$ cat src/rtl/tt_pkg.sv
package tt_pkg;
  localparam int BUS_W  = 32;
  localparam int MAIN_W = 12;
  localparam int REF_W  = 4;
  localparam int SRC_W  = 3;

  // field positions that software decodes
  localparam int CTRL_EN    = 0;
  localparam int CTRL_SRC   = 6;
  localparam int CTRL_FREE  = 9;
  localparam int CTRL_REFEN = 10;
  localparam int CTRL_SRST  = 15;
  localparam int PRE_MAIN   = 0;
  localparam int PRE_REF    = 12;

  // word indices in the window
  localparam int IDX_CTRL  = 0;
  localparam int IDX_PRE   = 1;
  localparam int IDX_COUNT = 9;

  localparam logic [SRC_W-1:0] SRC_PERIPH = 3'd1;
  localparam logic [SRC_W-1:0] SRC_REF    = 3'd5;

  // a divider stage emits when its phase has reached the programmed value
  function automatic logic div_hit(input logic [MAIN_W-1:0] phase,
                                   input logic [MAIN_W-1:0] lim);
    return phase >= lim;
  endfunction
endpackage

$ cat src/rtl/tt_regs.sv
module tt_regs import tt_pkg::*; #(
  parameter int ADDR_W      = 6,
  parameter int SRST_CYCLES = 4
) (
  input  logic              clk,
  input  logic              rst_n,
  input  logic [ADDR_W-1:0] addr,
  input  logic              we,
  input  logic [BUS_W-1:0]  wdata,
  output logic              en,
  output logic [SRC_W-1:0]  src,
  output logic              ref_en,
  output logic [MAIN_W-1:0] main_div,
  output logic [REF_W-1:0]  ref_div,
  output logic              srst_busy,
  output logic              clr,
  output logic [BUS_W-1:0]  ctrl_rd,
  output logic [BUS_W-1:0]  pre_rd
);
  localparam int SRST_W = $clog2(SRST_CYCLES + 1);

  logic [SRST_W-1:0] busy_cnt;
  logic              free_run;
  logic              wr_ctrl, wr_pre, srst_req, start_req;
  logic [ADDR_W-3:0] word;

  assign word      = addr[ADDR_W-1:2];
  assign wr_ctrl   = we && (word == (ADDR_W-2)'(IDX_CTRL)) && !srst_busy;
  assign wr_pre    = we && (word == (ADDR_W-2)'(IDX_PRE));
  assign srst_req  = wr_ctrl && wdata[CTRL_SRST];
  assign start_req = wr_ctrl && !wdata[CTRL_SRST] && wdata[CTRL_EN] && !en;
  assign clr       = srst_req || start_req;
  assign srst_busy = (busy_cnt != '0);

  always_ff @(posedge clk or negedge rst_n) begin
    if (!rst_n) begin
      busy_cnt <= '0;
      en       <= 1'b0;
      src      <= '0;
      free_run <= 1'b0;
      ref_en   <= 1'b0;
      main_div <= '0;
      ref_div  <= '0;
    end else begin
      if (srst_busy) busy_cnt <= busy_cnt - SRST_W'(1);
      if (srst_req) begin
        busy_cnt <= SRST_W'(SRST_CYCLES);
        en       <= 1'b0;
        src      <= '0;
        free_run <= 1'b0;
        ref_en   <= 1'b0;
      end else if (wr_ctrl) begin
        en       <= wdata[CTRL_EN];
        src      <= wdata[CTRL_SRC +: SRC_W];
        free_run <= wdata[CTRL_FREE];
        ref_en   <= wdata[CTRL_REFEN];
      end
      if (wr_pre) begin
        main_div <= wdata[PRE_MAIN +: MAIN_W];
        ref_div  <= wdata[PRE_REF +: REF_W];
      end
    end
  end

  always_comb begin
    ctrl_rd                    = '0;
    ctrl_rd[CTRL_EN]           = en;
    ctrl_rd[CTRL_SRC +: SRC_W] = src;
    ctrl_rd[CTRL_FREE]         = free_run;
    ctrl_rd[CTRL_REFEN]        = ref_en;
    ctrl_rd[CTRL_SRST]         = srst_busy;
    pre_rd                     = '0;
    pre_rd[PRE_MAIN +: MAIN_W] = main_div;
    pre_rd[PRE_REF +: REF_W]   = ref_div;
  end

  // the cycle the reset starts, every control field is already zero
  assert_srst_clears_R9: assert property (@(posedge clk) disable iff (!rst_n)
    $rose(srst_busy) |-> (!en && src == '0 && !ref_en && !free_run));
  // counting cannot be enabled while the reset is in progress
  assert_srst_no_enable_R9: assert property (@(posedge clk) disable iff (!rst_n)
    srst_busy |-> !en);
endmodule

$ cat src/rtl/tt_div.sv
module tt_div import tt_pkg::*; #(
  parameter int W = 12
) (
  input  logic         clk,
  input  logic         rst_n,
  input  logic         clr,
  input  logic         tick_in,
  input  logic [W-1:0] lim,
  output logic         tick_out
);
  logic [W-1:0] phase;
  logic         hit;

  assign hit      = div_hit(MAIN_W'(phase), MAIN_W'(lim));
  assign tick_out = tick_in && hit;

  always_ff @(posedge clk or negedge rst_n) begin
    if (!rst_n)       phase <= '0;
    else if (clr)     phase <= '0;
    else if (tick_in) phase <= hit ? '0 : phase + W'(1);
  end

  // right after a clear, a divider passes a tick only when it divides by one
  assert_div_restart_R8: assert property (@(posedge clk) disable iff (!rst_n)
    clr |=> (tick_out -> lim == '0));
endmodule

$ cat src/rtl/tt_prescale.sv
module tt_prescale import tt_pkg::*; (
  input  logic              clk,
  input  logic              rst_n,
  input  logic              clr,
  input  logic              en,
  input  logic [SRC_W-1:0]  src,
  input  logic              ref_en,
  input  logic              periph_tick,
  input  logic              ref_tick,
  input  logic [REF_W-1:0]  ref_div,
  input  logic [MAIN_W-1:0] main_div,
  output logic              cnt_tick
);
  logic ref_in, ref_out, main_in;

  assign ref_in  = en && ref_en && (src == SRC_REF) && ref_tick;
  assign main_in = en && ((src == SRC_PERIPH) ? periph_tick : ref_out);

  tt_div #(.W(REF_W)) u_ref_div (
    .clk(clk), .rst_n(rst_n), .clr(clr),
    .tick_in(ref_in), .lim(ref_div), .tick_out(ref_out)
  );

  tt_div #(.W(MAIN_W)) u_main_div (
    .clk(clk), .rst_n(rst_n), .clr(clr),
    .tick_in(main_in), .lim(main_div), .tick_out(cnt_tick)
  );

  // a count tick requires an enabled, valid source
  assert_src_gate_R6: assert property (@(posedge clk) disable iff (!rst_n)
    cnt_tick |-> (en && (src == SRC_PERIPH || (src == SRC_REF && ref_en))));
  // on the peripheral source, every count tick coincides with a peripheral tick
  assert_periph_bypass_R4: assert property (@(posedge clk) disable iff (!rst_n)
    (cnt_tick && src == SRC_PERIPH) |-> periph_tick);
  // on the reference source, every count tick coincides with a reference tick
  assert_ref_chain_R5: assert property (@(posedge clk) disable iff (!rst_n)
    (cnt_tick && src == SRC_REF) |-> ref_tick);
endmodule

$ cat src/rtl/tt_count.sv
module tt_count #(
  parameter int CNT_W = 32
) (
  input  logic             clk,
  input  logic             rst_n,
  input  logic             clr,
  input  logic             inc,
  output logic [CNT_W-1:0] count
);
  always_ff @(posedge clk or negedge rst_n) begin
    if (!rst_n)   count <= '0;
    else if (clr) count <= '0;
    else if (inc) count <= count + CNT_W'(1);
  end

  // without an increment or a clear the count holds
  assert_hold_R7: assert property (@(posedge clk) disable iff (!rst_n)
    (!inc && !clr) |=> $stable(count));
  // an increment from all ones lands on zero
  assert_wrap_R10: assert property (@(posedge clk) disable iff (!rst_n)
    (inc && !clr && count == '1) |=> count == '0);
  // a clear always leaves the count at zero
  assert_clear_R8: assert property (@(posedge clk) disable iff (!rst_n)
    clr |=> count == '0);
endmodule

$ cat src/rtl/tick_timer.sv
module tick_timer import tt_pkg::*; #(
  parameter int ADDR_W      = 6,
  parameter int CNT_W       = 32,
  parameter int SRST_CYCLES = 4
) (
  input  logic              clk,
  input  logic              rst_n,
  input  logic              periph_tick,
  input  logic              ref_tick,
  input  logic [ADDR_W-1:0] bus_addr,
  input  logic              bus_we,
  input  logic [BUS_W-1:0]  bus_wdata,
  output logic [BUS_W-1:0]  bus_rdata
);
  logic              en, ref_en, srst_busy, clr, cnt_tick;
  logic [SRC_W-1:0]  src;
  logic [MAIN_W-1:0] main_div;
  logic [REF_W-1:0]  ref_div;
  logic [BUS_W-1:0]  ctrl_rd, pre_rd;
  logic [CNT_W-1:0]  count;
  logic [ADDR_W-3:0] word;

  tt_regs #(.ADDR_W(ADDR_W), .SRST_CYCLES(SRST_CYCLES)) u_regs (
    .clk(clk), .rst_n(rst_n), .addr(bus_addr), .we(bus_we), .wdata(bus_wdata),
    .en(en), .src(src), .ref_en(ref_en), .main_div(main_div), .ref_div(ref_div),
    .srst_busy(srst_busy), .clr(clr), .ctrl_rd(ctrl_rd), .pre_rd(pre_rd)
  );

  tt_prescale u_prescale (
    .clk(clk), .rst_n(rst_n), .clr(clr), .en(en), .src(src), .ref_en(ref_en),
    .periph_tick(periph_tick), .ref_tick(ref_tick), .ref_div(ref_div),
    .main_div(main_div), .cnt_tick(cnt_tick)
  );

  tt_count #(.CNT_W(CNT_W)) u_count (
    .clk(clk), .rst_n(rst_n), .clr(clr), .inc(cnt_tick), .count(count)
  );

  assign word = bus_addr[ADDR_W-1:2];

  always_comb begin
    bus_rdata = '0;
    if (word == (ADDR_W-2)'(IDX_CTRL))       bus_rdata = ctrl_rd;
    else if (word == (ADDR_W-2)'(IDX_PRE))   bus_rdata = pre_rd;
    else if (word == (ADDR_W-2)'(IDX_COUNT)) bus_rdata = BUS_W'(count);
  end

  // the reserved slots never return data
  assert_reserved_zero_R3: assert property (@(posedge clk) disable iff (!rst_n)
    (word > (ADDR_W-2)'(IDX_PRE) && word < (ADDR_W-2)'(IDX_COUNT)) |-> bus_rdata == '0);
endmodule

$ cat config.mk
export PLATFORM = sky130hd
export DESIGN_NAME = tick_timer
export DESIGN_NICKNAME = d
export VERILOG_FILES = /design/src/rtl/tt_pkg.sv /design/src/rtl/tt_regs.sv /design/src/rtl/tt_div.sv /design/src/rtl/tt_prescale.sv /design/src/rtl/tt_count.sv /design/src/rtl/tick_timer.sv
export SDC_FILE = /design/constraint.sdc
export NUM_CORES = 1
export LEC_CHECK = 0
export ABC_CLOCK_PERIOD_IN_PS = 5700
export BUFFER_PORTS_ARGS = -buffer_cell sky130_fd_sc_hd__buf_2
export CAP_MARGIN = 30
export CORE_MARGIN = 3
export CORE_UTILIZATION = 61
export CTS_BUF_LIST = sky130_fd_sc_hd__clkbuf_16
export CTS_CLUSTER_SIZE = 16
export DETAILED_ROUTE_END_ITERATION = 10
export PLACE_DENSITY = 0.94
export SLEW_MARGIN = 20
export SYNTH_ARGS = -nofsm -noshare
export SYNTH_HDL_FRONTEND = slang
export SYNTH_SLANG_ARGS = --single-unit
export TNS_END_PERCENT = 20
$ cat constraint.sdc
create_clock -name clk -period 5.7 [get_ports clk]
set_input_delay 0.855 -clock clk [delete_from_list [all_inputs] [get_ports clk]]
set_output_delay 0.855 -clock clk [all_outputs]
set_load 0.03 [all_outputs]
==> metrics.txt, run 1 <==
status=finished, final reports clean; critical path type=primary input to flop; worst-case clock buffer depth=2; met3 usage=under 10%; Resized cells post-CTS=0; row cnt=30; first-pass GRT wire length=approximately 20000 um; Reg clk slew, reported paths=roughly 0.06 ns; final routed DRC violation total=0; Mapped Cells=between 500 and 600; yosys warns=0; maximum clock rate=between 0.3 and 0.4 GHz; Netlist cell types=47; Tmin final=3.02 ns; Crit. path cell count=9; synth top area cells=dfrtp_1 (41%), ha_1 (6.0%), a21oi_1 (5.7%); port bufs=56; Power Density=approximately 280 nW/um2; most used routing layer=met2; CP dominant cell by count=buf_4; die area=8280 um2; H-tree depth=3; CTS tree=yes; remaining global-route overflow=0; WP buf/inv=3; initial antenna violation count=0; asr flop ratio synth=between 90% and 100%; Top delay family on crit path=simple AND/OR/NAND/NOR gates; r2r worst-path depth=9; Tcrit/Tclk final=a little over half; hold slack final=between 0.4 and 0.5 ns; core box area=6910 um2; Final Hold Fails=0; DR vias=roughly 4300; DPL Wire Length=7790 um; initial cell density of the core=between 60% and 70%; num ports=75; Clock Tree Root=clkbuf_16; Critical Path Sink Type=flop; CP Launch Type=primary input; Tot GR Track Use=between 20% and 30%; max-cap violation count=0; slowest CP cell=or4_1; Setup TNS=0 ns; Critical Path Max Stage Delay=about 0.57 ns; met1 usage=34.6%; Synth Flop Type=dfrtp_1; WL/cell=17.7 um; register bit total from synthesis=73; clock sink count=73; Post-synth EDFFs=0; Mapped Nets=roughly 570; RSZ-0062 raised after global routing=false; post-route ant nets=0; M2 GR Usage=between 50% and 60%; Inserted Clock Buffers=9; hold_buf cts=0; Setup Skew=around 0.0050 ns; final setup vio count=0; Clock Latency Late Sink=around 0.33 ns; DRT iter0 DRCs=approximately 330; Yosys top cell area share=around 41%; Die H=91.0 um; worst path cell trace=buf_2 -> nor4_2 -> buf_4 -> nand3_1 -> nor2_1 -> buf_4 -> nor3_1 -> or4_1 -> a21oi_1; Worst Path Arrival=between 3 and 4 ns; wirelength, routed=~12000 um; area delta synth->final=15.7%; largest net degree at the start of global routing=60; synthesized cell area=approximately 4400 um2; worst vdd ir=between 0.2 and 0.25 mV; Die W=slightly above 90 um; antenna diode count=0; fin. max-slew vios=0; Avg Synthesized Cell Area=about 8.6 um2; Critical Path Fanout Max=14; Leakage=0.00236 uW; Post-CTS Setup Inserts=0; worst slew pin tran=0.755 ns; WP data required=~5.9 ns; layout cells sized above 1=approximately 16%; Avg Vias per Cell=between 6 and 7; register area share after synthesis=between 40% and 50%; slew margin rel.=between 40% and 50%; Final Wtd Congestion=~0.95; vias in the first global route=~4200; cell taking the most area after synthesis=dfrtp_1; worst min-delay path class=primary input to asynchronous set/reset pin; Pre-Repair DR Iteration Count=5; count leader, synth=dfrtp_1; nets=625; top cells by count, synth=dfrtp_1 (73), nand2_1 (57), a21oi_1 (50), o21ai_0 (50), nor2_1 (35)
==> worst paths after layout <==
check | startpoint | end | slack [ns]
max in group asynchronous | rst_n | u_regs.main_div[2] | 4.20
min | rst_n | u_count.count[21] | 0.43
max | bus_addr[2] | u_prescale.u_main_div.phase[10] | 2.68
min reg2reg | u_regs.busy_cnt[0] | u_regs.busy_cnt[0] | 0.50
min in group clk | u_regs.busy_cnt[0] | u_regs.busy_cnt[0] | 0.50
max reg2reg | u_regs.busy_cnt[0] | u_prescale.u_main_div.phase[10] | 2.74
==> power by group <==
part / total (uW) / switching, uW / internal (uW)
logic: 215 / 133 / 81.4
registers: 616 / 42.5 / 574
clock network: 594 / 215 / 378
==> per-stage QoR <==
stage	setup WS [ns]	instance area [um2]	util [%]	total power, uW	instances
after floorplan	2.64	4410	-	754	510
after global placement	2.59	4760	69.0	811	644
after detailed placement	2.46	4760	69.0	835	644
after CTS	2.75	5070	73.4	1430	659
after global routing	2.52	5100	73.8	1490	661
final	2.68	5100	73.8	1420	661
==> final cells by class <==
class / instances / area (um2)
clock buffers: 9 / 225
multi-input cells: 387 / 2390
well taps: 96 / 120
fillers: 544 / 1810
clock inverters: 6 / 83.8
flip-flops and latches: 73 / 1830
repair buffers: 65 / 359
inverters: 25 / 93.8
==> logic make-up (layout without fill, tap and decap cells) <==
| family | Yosys count | in the layout | share of synthesized area (%) |
|---|---|---|---|
| AOI/OAI and AO/OA | 147 | 147 | 20.1 |
| xor gates and xnor gates | 5 | 5 | 0.994 |
| adders and majority gates | 21 | 21 | 5.96 |
| buffers and inverters | 50 | 105 | 4.66 |
| DFF | 73 | 73 | 41.5 |
| muxes | 4 | 4 | 0.966 |
| and+or+nand+nor | 210 | 210 | 25.8 |
==> sequential cells by signal (all words and copies together), names as in the netlist <==
name / flops
u_count.count: 32
u_prescale.u_main_div.phase: 12
u_regs.main_div: 12
u_prescale.u_ref_div.phase: 4
u_regs.ref_div: 4
u_regs.busy_cnt: 3
u_regs.src: 3
u_regs.en: 1
u_regs.free_run: 1
u_regs.ref_en: 1
==> cells in the final DEF, fill, tap and decap left out, drive strengths merged, types with 3 or more instances in the layout <==
cell type,count
nand2b,7
ha,21
nor2,35
nand3,18
nor4,4
nor2b,3
o31ai,20
buf,65
a22oi,11
and2,15
inv,25
or3,12
a21oi,50
o21ai,50
dfrtp,73
nand2,57
and3,14
xor2,3
nand4,11
nor3,6
or4,19
clkbuf,9
==> layer usage <==
layer	wire [um]	vias to the layer above	part of all wire, %
li1	-	1965	-
met1	4410	2082	38
met2	6160	207	53
met3	841	29	7.2
met4	295	0	2.5
met5	0	-	0
Note: power is estimated with default switching activity, not from simulation.
==> run 2, diff against run 1 <==
Settings changed: ABC_CLOCK_PERIOD_IN_PS 5700 to 2970, CORE_UTILIZATION 61 to 57, PLACE_DENSITY 0.94 to 0.89.
Clock period 5.7 ns to 2.97 ns, I/O delays scaled along.
==> run 2 against run 1 <==
Net effect: die area up 6.6%; sequential power is 90% higher; largest power group unchanged; combinational power grew 100%; sequential cell count stayed put; power grew 92%; largest cell class unchanged; non-clock buffer count is 6 higher; via count is 1.9% lower; final cell count grew 1.5%; clock skew up 0.0023 ns.
==> metrics.txt, run 2 (synthesis gave the netlist of run 1 again) <==
max FFs per register=32 (unchanged); Post-CTS Setup Inserts=0 (unchanged); DPL Wire Length=7960 um (+2.1%); Worst Path Arrival=2.86 ns (-0.40 ns); commonest non-fill, non-tap cell in the layout=dfrtp_1; Biggest register=u_count.count; Setup Skew=0.00730 ns (+0.00229 ns); clock sink count=73 (unchanged); Power Density=529 nW/um2 (+89%); Post-DP Area=4840 um2 (+1.5%); CP startpoint=u_prescale.u_main_div.phase[0]; H-tree depth=3 (unchanged); remaining global-route overflow=0 (unchanged); slew margin rel.=58.7% (+9.0 points); Design Area, Final=5180 um2 (+1.6%); num ports=75 (unchanged); Avg Vias per Cell=6.26 (-3.3%); wirelength, routed=11500 um (-2.0%); Setup TNS=0 ns (unchanged); die area=8820 um2 (+6.6%); max-cap violation count=0 (unchanged); RSZ-0062 raised after global routing=false; antenna diode count=0 (unchanged); worst min-delay path class=primary input to asynchronous set/reset pin; Die H=93.9 um (+3.2%); core box area=7370 um2 (+6.7%); Worst Setup EP=u_prescale.u_main_div.phase[11]; vias in the first global route=3926 (-6.0%); final routed DRC violation total=0 (unchanged); filler cell count=559 (+2.8%); first-pass GRT wire length=18900 um (-3.6%); final setup vio count=0 (unchanged); Tot Pwr=2740 uW (+92%); Worst R2R Setup Slack=0.36 ns (-2.38 ns); initial antenna violation count=0 (unchanged); Critical R2R Launch=u_prescale.u_main_div.phase[0]; r2r worst-path depth=10 (+1); largest net degree at the start of global routing=54 (-10%); CTS tree=yes; Final Hold Fails=0 (unchanged); area delta synth->final=17.6%; Die W=93.9 um (+3.2%); Clock Tree Root=clkbuf_16; Clock Latency Late Sink=0.33 ns (about the same); Critical Path Sink Type=flop; CP Launch Type=flop; worst-case clock buffer depth=2 (unchanged); Resized cells post-CTS=0 (unchanged); Tcrit/Tclk final=just under 90%; maximum clock rate=roughly 0.38 GHz; hold_buf cts=0 (unchanged); initial cell density of the core=59.8% (-4.0 points); Reg2Reg Capture Point=u_prescale.u_main_div.phase[11]; most frequent cells in the layout=dfrtp_1 (73), nand2_1 (56), buf_2 (56); WL/cell=17.1 um (-3.5%); layout cells sized above 1=17.5% (+1.2 points); Pre-Repair DR Iteration Count=5 (unchanged); nets=631 (+0.96%); Tmin final=about 2.6 ns; DRT iter0 DRCs=398 (+22%); worst vdd ir=0.362 mV (+58%); fin. max-slew vios=0 (unchanged); Inserted Clock Buffers=9 (unchanged); WP data required=3.22 ns (-2.72 ns); critical path type=flop to flop; row cnt=31 (+3.3%); worst slew pin tran=0.615 ns (-0.141 ns); Leakage=0.00241 uW (+2.0%); Final Wtd Congestion=0.896 (-5.3%); Tot GR Track Use=27.4% (-1.8 points); port bufs=56 (unchanged); Largest regs=u_count.count x32, u_prescale.u_main_div.phase x12, u_regs.main_div x12; Reg clk slew, reported paths=0.06 ns (about the same); Critical Path Fanout Max=53 (+39); DR vias=4203 (-1.9%); post-route ant nets=0 (unchanged); status=finished, final reports clean
run 2: layer usage:
metal / wire length (um) / GRT usage [%]
met1: 4660 / 36.5
met2: 5710 / 45.0
met3: 801 / 4.81
met4: 288 / 9.99
met5: 0 / 0
run 2: through the flow:
step	hold slack (ns)	util [%]	worst slack, ns	std cells
4_1_cts	0.267	69.8	0.175	670
3_3_place_gp	0.466	65.6	0.396	654
6_report	0.0534	70.3	0.357	671
5_1_grt	0.0883	70.3	0.110	671
2_1_floorplan	0.150	-	0.539	510
3_5_place_dp	0.480	65.6	0.231	654
run 2: worst min-delay path by stage:
stage	slack, ns	to	start
floorplan	0.15	u_count.count[0]	rst_n
global placement	0.47	u_regs.free_run	u_regs.free_run
detailed placement	0.48	u_regs.free_run	u_regs.free_run
CTS	0.27	u_count.count[31]	rst_n
global route	0.09	u_count.count[31]	rst_n
finish	0.05	u_count.count[30]	rst_n
run 2: worst max-delay path: stages (launching register included):
cell and delay (ns):
dfrtp_1 0.39, inv_1 0.12, ha_1 0.25, nand2b_1 0.15
a2111oi_1 0.46, nor4_1 0.12, buf_4 0.17, o32ai_4 0.25
buf_12 0.26, nand2_2 0.19, a21oi_1 0.18
run 2: where the power goes:
| part | internal (uW) | total (uW) | switching, uW | leakage [uW] |
|---|---|---|---|---|
| sequential | 1100 | 1170 | 71.3 | 0.000973 |
| clock | 726 | 1140 | 411 | 0.000150 |
| combinational | 170 | 431 | 260 | 0.00129 |
| total | 2000 | 2740 | 742 | 0.00241 |
run 2: area by class of cell:
type	count	area, um2	area share, %
repair buffers	71	425	8.21
well taps	99	124	2.39
clock buffers	9	225	4.35
flip-flops and latches	73	1830	35.3
clock inverters	7	85.1	1.64
multi-input cells	387	2400	46.3
inverters	25	93.8	1.81
==> run 3, diff against run 2 <==
--- a/config.mk
+++ b/config.mk
@@ -10,10 +10,9 @@
 export CAP_MARGIN = 30
 export CORE_MARGIN = 3
-export CORE_UTILIZATION = 57
+export CORE_UTILIZATION = 49
 export CTS_BUF_LIST = sky130_fd_sc_hd__clkbuf_16
 export CTS_CLUSTER_SIZE = 16
 export DETAILED_ROUTE_END_ITERATION = 10
-export PLACE_DENSITY = 0.89
-export SLEW_MARGIN = 20
+export PLACE_DENSITY = 0.79
 export SYNTH_ARGS = -nofsm -noshare
 export SYNTH_HDL_FRONTEND = slang
==> constraint.sdc (replaced) <==
create_clock -name clk -period 2.97 [get_ports clk]
set_input_delay 0.594 -clock clk [delete_from_list [all_inputs] [get_ports clk]]
set_output_delay 0.594 -clock clk [all_outputs]
set_load 0.03 [all_outputs]
==> run 3 against run 2 <==
Net effect: sequential power hardly changed; clock power down 11%; critical path depth shrank 1; first-iteration DRC count decreased by 24%; wire length decreased by 3.5%; combinational power decreased by 4.9%; register-to-register slack got worse by 0.07 ns; final cell count rose by 0.45%; maximum frequency is 2.5% lower; die area rose by 15%; critical path type unchanged; largest power group unchanged; highest routed layer unchanged.
==> metrics.txt, run 3 (synthesis gave the netlist of run 1 again) <==
worst slew pin tran=0.633 ns (+0.0184 ns); die area=10200 um2 (+15%); layout cells sized above 1=17.2% (-0.26 points); initial antenna violation count=0 (unchanged); Inserted Clock Buffers=9 (unchanged); Final Hold Fails=0 (unchanged); Clock Tree Root=clkbuf_16; max FFs per register=32 (unchanged); Leakage=0.00238 uW (-1.3%); Pre-Repair DR Iteration Count=6 (+1); RSZ-0062 raised after global routing=false; Worst Path Arrival=2.93 ns (+0.07 ns); Tot Pwr=2610 uW (-4.7%); DRT iter0 DRCs=301 (-24%); clock sink count=73 (unchanged); Biggest register=u_count.count; Critical Path Max Stage Delay=0.43 ns (-0.03 ns); Critical Path Sink Type=flop; H-tree depth=3 (unchanged); antenna diode count=0 (unchanged); hold slack final=0.263 ns (+0.210 ns); Setup Skew=0.0102 ns (+0.00287 ns); post-route ant nets=0 (unchanged); slew margin rel.=57.6% (-1.1 points); commonest non-fill, non-tap cell in the layout=dfrtp_1; max-cap violation count=0 (unchanged); WL/cell=16.4 um (-4.0%); Clock Latency Late Sink=0.34 ns (about the same); worst path cell trace=ha_1 -> nand2b_1 -> a2111oi_0 -> nor4_1 -> buf_4 -> o32ai_4 -> buf_12 -> nand2_1 -> a21oi_1; final routed DRC violation total=0 (unchanged); Register Area=1830 um2 (unchanged); first-pass GRT wire length=18600 um (-1.6%); fin. max-slew vios=0 (unchanged); Setup TNS=0 ns (unchanged); DR vias=4080 (-2.9%); filler cell count=720 (+29%); wirelength, routed=11100 um (-3.5%); remaining global-route overflow=0 (unchanged); Die W=101 um (+7.4%); Reg clk slew, reported paths=0.06 ns (about the same); Die H=101 um (+7.4%); status=finished, final reports clean; CTS tree=yes; DPL Wire Length=7900 um (-0.70%); slowest CP cell=dfrtp_1; Avg Vias per Cell=6.05 (-3.4%); nets=628 (-0.48%); most frequent cells in the layout=dfrtp_1 (73), nand2_1 (57), buf_2 (56); Tot GR Track Use=23.0% (-4.5 points); worst min-delay path class=primary input to asynchronous set/reset pin; fin util=60.5% (-9.8 points); Resized cells post-CTS=0 (unchanged); maximum clock rate=0.373 GHz (-2.5%); Post-CTS Setup Inserts=0 (unchanged); final setup vio count=0 (unchanged); Power Density=510 nW/um2 (-3.6%); port bufs=56 (unchanged); Largest regs=u_count.count x32, u_prescale.u_main_div.phase x12, u_regs.main_div x12; area delta synth->final=16.2%; core box area=8460 um2 (+15%); critical path type=flop to flop; placed instance count=658 (+0.61%); vias in the first global route=3924 (-0.051%); num ports=75 (unchanged); multi-input logic area=2390 um2 (-0.16%); worst-case clock buffer depth=2 (unchanged); WP data required=3.22 ns (about the same); hold_buf cts=0 (unchanged); Tcrit/Tclk final=90.3% (+2.3 points); CP Launch Type=flop; largest net degree at the start of global routing=74 (+37%); Tmin final=2.68 ns (+0.0675 ns); Critical Path Fanout Max=53 (unchanged); initial cell density of the core=52.0% (-7.7 points); worst vdd ir=0.337 mV (-6.8%); row cnt=33 (+6.5%); Non-Filler Instances=674 (+0.45%); Final Wtd Congestion=0.829 (-7.6%)
run 3: changes by cell type in the layout (fill, tap and decap cells not counted):
cell	delta
buf_4	-3
inv_6	+3
bufinv_16	-2
clkinv_1	-2
a2111oi_0	+1
a2111oi_1	-1
buf_12	+1
buf_16	-1
clkinv_4	+1
nand2_1	+1
nand2_2	-1
run 3: final timing paths:
check                                                   to  cells past startpoint                from  slack (ns)
min in group clk                        u_regs.main_div[3]                      3        bus_wdata[3]        0.47
max in group asynchronous   u_prescale.u_main_div.phase[0]                      2               rst_n        2.37
min reg2reg                             u_regs.busy_cnt[0]                      1  u_regs.busy_cnt[0]        0.50
max                        u_prescale.u_main_div.phase[10]                      9  u_regs.main_div[0]        0.29
max reg2reg                u_prescale.u_main_div.phase[10]                      9  u_regs.main_div[0]        0.29
min                                          u_regs.src[2]                      2               rst_n        0.26
run 3: metrics by stage:
stage / worst slack [ns] / cell area [um2]
5_1_grt: 0.0956 / 5120
4_1_cts: 0.312 / 5120
3_3_place_gp: 0.370 / 4840
2_1_floorplan: 0.427 / 4410
6_report: 0.289 / 5120
3_5_place_dp: 0.309 / 4840
run 3: power breakdown:
part           leakage, uW  switching [uW]  internal, uW
clock             0.000137             446           572
combinational      0.00127             248           163
sequential        0.000973            80.7          1100
run 3: final cells by class:
| cell class | instances | area share, % |
|---|---|---|
| clock buffers | 9 | 4.40 |
| inverters | 25 | 1.83 |
| well taps | 105 | 2.57 |
| repair buffers | 68 | 7.72 |
| flip-flops and latches | 73 | 35.7 |
| clock inverters | 7 | 1.03 |
| multi-input cells | 387 | 46.8 |
run 3: metal layers:
layer / GRT usage (%) / wire (um) / vias to the layer above
li1: - / - / 1976
met1: 32.3 / 5050 / 1974
met2: 35.2 / 5190 / 110
met3: 4.43 / 588 / 20
met4: 8.39 / 242 / 0
met5: 0 / 0 / -
run 3: critical path, delay by kind of cell, from the launching register on:
family,cells,cell delay (ns)
compound gates,3,0.90
simple gates,3,0.55
flops,1,0.43
buf+inv,2,0.41
fa+ha+maj,1,0.30
